`config.mk`:
```
export PLATFORM = sky130hd
export DESIGN_NAME = seq_mailbox
export DESIGN_NICKNAME = d
export VERILOG_FILES = /design/src/rtl/seq_mailbox.sv
export SDC_FILE = /design/constraint.sdc
export NUM_CORES = 1
export LEC_CHECK = 0
export ABC_AREA = 1
export ABC_CLOCK_PERIOD_IN_PS = 1380
export BUFFER_PORTS_ARGS = -buffer_cell sky130_fd_sc_hd__buf_2
export CAP_MARGIN = 0
export CORE_MARGIN = 5
export CORE_UTILIZATION = 50
export DETAILED_ROUTE_END_ITERATION = 10
export GPL_TIMING_DRIVEN = 0
export HOLD_SLACK_MARGIN = 0.08
export PLACE_DENSITY = 0.87
export SLEW_MARGIN = 25
export SYNTH_ARGS = -nofsm -noshare
export SYNTH_HDL_FRONTEND = slang
export SYNTH_SLANG_ARGS = --single-unit
```
`constraint.sdc`:
```
create_clock -name clk -period 1.38 [get_ports clk]
set_input_delay 0.207 -clock clk [delete_from_list [all_inputs] [get_ports clk]]
set_output_delay 0.207 -clock clk [all_outputs]
set_load 0.02 [all_outputs]
```
`src/rtl/seq_mailbox.sv`:
```
module seq_mailbox #(
  parameter int DATA_W = 32,
  parameter int TAG_W  = 8
) (
  input  logic              clk,
  input  logic              rst_n,
  input  logic              wr_en,
  input  logic [DATA_W-1:0] wr_data,
  input  logic              rd_en,
  output logic [DATA_W-1:0] rd_data,
  output logic              is_new
);

  logic [DATA_W-1:0] word_q;
  logic [TAG_W-1:0]  stamp_q;
  logic [TAG_W-1:0]  seen_q;

  always_ff @(posedge clk or negedge rst_n) begin
    if (!rst_n) begin
      word_q  <= '0;
      stamp_q <= '0;
    end else if (wr_en) begin
      word_q  <= wr_data;
      stamp_q <= stamp_q + 1'b1;
    end
  end

  always_ff @(posedge clk or negedge rst_n) begin
    if (!rst_n)     seen_q <= '0;
    else if (rd_en) seen_q <= stamp_q;
  end

  assign rd_data = word_q;
  assign is_new  = (stamp_q != seen_q);

endmodule

```
==> results.md <==
* Final setup margin at -0.08828 ns
* Slew HR at 60.70%
* Layout Skew at about 0.0072 ns
* WL per Instance at 14.31 µm
* Share of layout cells above drive strength 1 at 54.58%
* Synth unique cells at 19
* Critical path startpoint category: flop
* CTS tree: yes
* Pin count of the biggest net entering global routing at 49
* DR vias/cell at 4.821
* Final Hold Fails at 0
* Core area at slightly above 0.004 mm²
* Routing usage on met1 at 19.50%
* DRC Markers at 0
* Clock period minus worst slack at around 1.5 ns
* Final nets at 277
* Clock buffer depth at 2
* Max Clk Rate at 681.1 MHz
* Clock Pin Slew Worst Setup and Hold Paths at 0.09 ns
* RSZ-0062 raised after global routing: true
* First-pass GRT wire length at between 6000 and 7000 µm
* Pwr dens at 1537 mW/mm²
* Clk_lat worst skew at 0.30 ns
* Worst EP required at 1.17 ns
* Total gr overflow at 0
* Syn Inst Count at between 150 and 200
* Maxcap violations at 0
* Dpl cells at 274
* Critical path arrival at 1.26 ns
* Leak Pwr at between 1 and 1.5 nW
* Crit-path max FO at 2
* Post-synthesis cell area at approximately 0.0021 mm²
* Fin. max-slew vios at 0
* Fillers at 320
* Fin area at 0.002694 mm²
* GPL Wtd Cong at between 0.7 and 0.8
* Reg2Reg Launch Point: stamp_q[0]
* Layout Cells excl Fill at 290
* Synth Net Count at between 150 and 200
* Die H at between 70 and 80 µm
* Tot GR Track Use at between 10% and 20%
* Iteration-0 DRC Markers at 97
* # IOs at 69
* DRT antenna net count at 0
* Setup CP Type: flop to output pin
* Global-route track usage on met3 at roughly 5.1%
* Dpl hpwl at 2984 µm
* Layout area overhead at 27.17%
* Period utilization at 106.4%
* Most common library cell in the layout ignoring fill and taps: buf_2
* Inserted Diodes at 0
* Seq/Total Area, Yosys at approximately 57%
* Worst Setup SP: stamp_q[6]
* Failing checks: setup timing
* Fin Hold WS at 0.1363 ns
* TritonCTS Buffers at 5
* Flops & latches, synth at 48
* Die Wd at 75.09 µm
* Busiest metal layer after global routing: met2
* Clk sinks at 48
* First-pass iteration count of the detailed router at 2
* Outcome: complete, but fails checks
* Hold path start: wr_data[29]
* CP endpoint kind: output pin
* Placed Area at 0.002516 mm²
* WL final at slightly above 4000 µm
* Commonest non-fill, non-tap cells in the layout: buf_2 (66), dfrtp_1 (45), nand2_1 (28)
* H-Tree Depth at 2
* Row count at 23
* Initial core utilization at 52.20%
* VDD IR max at 814.2 µV
* Vias in the first global route at 1521
* Worst-Margin Slew at around 0.59 ns
* Vias at 1398
* # setup viols final at 1
* Synth warn at 0
* Final Total Pwr at between 0.004 and 0.005 W
* Met2 Track Usage GR at a little over a quarter
* Syn Area/Cell at 13.49 µm²
* CTS Root Cell: clkbuf_8
* Hold crit path type: primary input to flop
* Initial antenna violation count at 0
* Die area at 0.005639 mm²
* Port bufs at 67
-- layout make-up --
| type | instances | area (µm²) | area share (%) |
|---|---|---|---|
| inverter | 12 | 45.04 | 1.672 |
| clock inverter | 1 | 5.005 | 0.1858 |
| multi-input combinational | 92 | 818.3 | 30.38 |
| timing repair buffer | 76 | 414.1 | 15.37 |
| buffer | 5 | 71.32 | 2.647 |
| tap | 50 | 62.56 | 2.322 |
| sequential | 48 | 1205 | 44.73 |
| clock buffer | 6 | 72.57 | 2.694 |
-- Yosys cell counts --
cell / n / share of area [%]
dfrtp_1: 48 / 57
nand2_1: 28 / 5.0
mux2_4: 27 / 19
inv_1: 12 / 2.1
mux2_2: 7 / 3.7
nor2_1: 6 / 1.1
xor2_1: 6 / 2.5
xnor2_1: 5 / 2.1
o21ai_0: 4 / 0.95
a21oi_1: 3 / 0.71
buf_12: 2 / 1.9
nand2_4: 2 / 1.1
buf_2: 1 / 0.24
buf_6: 1 / 0.53
buf_8: 1 / 0.71
ha_1: 1 / 0.59
nand3_1: 1 / 0.24
nor2_2: 1 / 0.30
nor2_4: 1 / 0.53
-- where the power goes --
group / leakage [nW] / internal [W] / switching (W)
sequential: 0.551 / 0.00172 / 0.000239
clock: 0.0410 / 0.000345 / 0.000439
combinational: 0.822 / 0.000723 / 0.000678
-- layer usage --
layer	up-vias	share of wire, %
met3	10	6.4
met5	-	0
met2	43	51
met4	0	2.2
li1	671	-
met1	674	40
-- kinds of logic (layout without fill, tap and decap cells) --
logic type | after synthesis | count (layout) | synth area share (%)
flops | 48 | 48 | 56.70
simple gates | 39 | 39 | 8.151
mux | 34 | 34 | 22.86
buf+inv | 17 | 100 | 5.493
xor+xnor | 11 | 11 | 4.548
compound gates | 7 | 7 | 1.654
fa+ha+maj | 1 | 1 | 0.5906
-- sequential cells by signal, indices dropped and copies added, names as in the netlist --
name     flops
rd_data     32
stamp_q      8
seen_q       8
-- through the flow --
stage	utilization (%)	worst slack, ns	setup TNS, ns
2_1_floorplan	-	0.2551	0
5_1_grt	66.39	-0.2106	-0.2106
6_report	66.39	-0.08828	-0.08828
4_1_cts	65.12	-0.1018	-0.1018
3_3_place_gp	62.01	0.1689	0
3_5_place_dp	62.01	0.1441	0
-- path summary, 6_finish.rpt --
path,cells past startpoint,slack [ns],end
max,5,-0.09,is_new
min,2,0.14,rd_data[29]
max reg2reg,6,0.17,stamp_q[6]
min reg2reg,1,0.51,rd_data[14]
max in group asynchronous,2,0.49,stamp_q[0]
min in group asynchronous,2,0.45,rd_data[3]
-- timing repair --
action	in CTS	in global routing
hold buffers	0	1
gates resized for setup	4	5
hold endpoints to repair	0	48
pin swaps	1	7
endpoints found under the setup margin	1	1
setup buffers	6	2
-- critical path, stage by stage, from the launching register on --
cell	delay, ns
dfrtp_1	0.41
xnor2_2	0.17
nand2_1	0.08
nor2_2	0.10
nand2_1	0.07
buf_6	0.13
No activity file was read; power rests on OpenSTA's default activity.
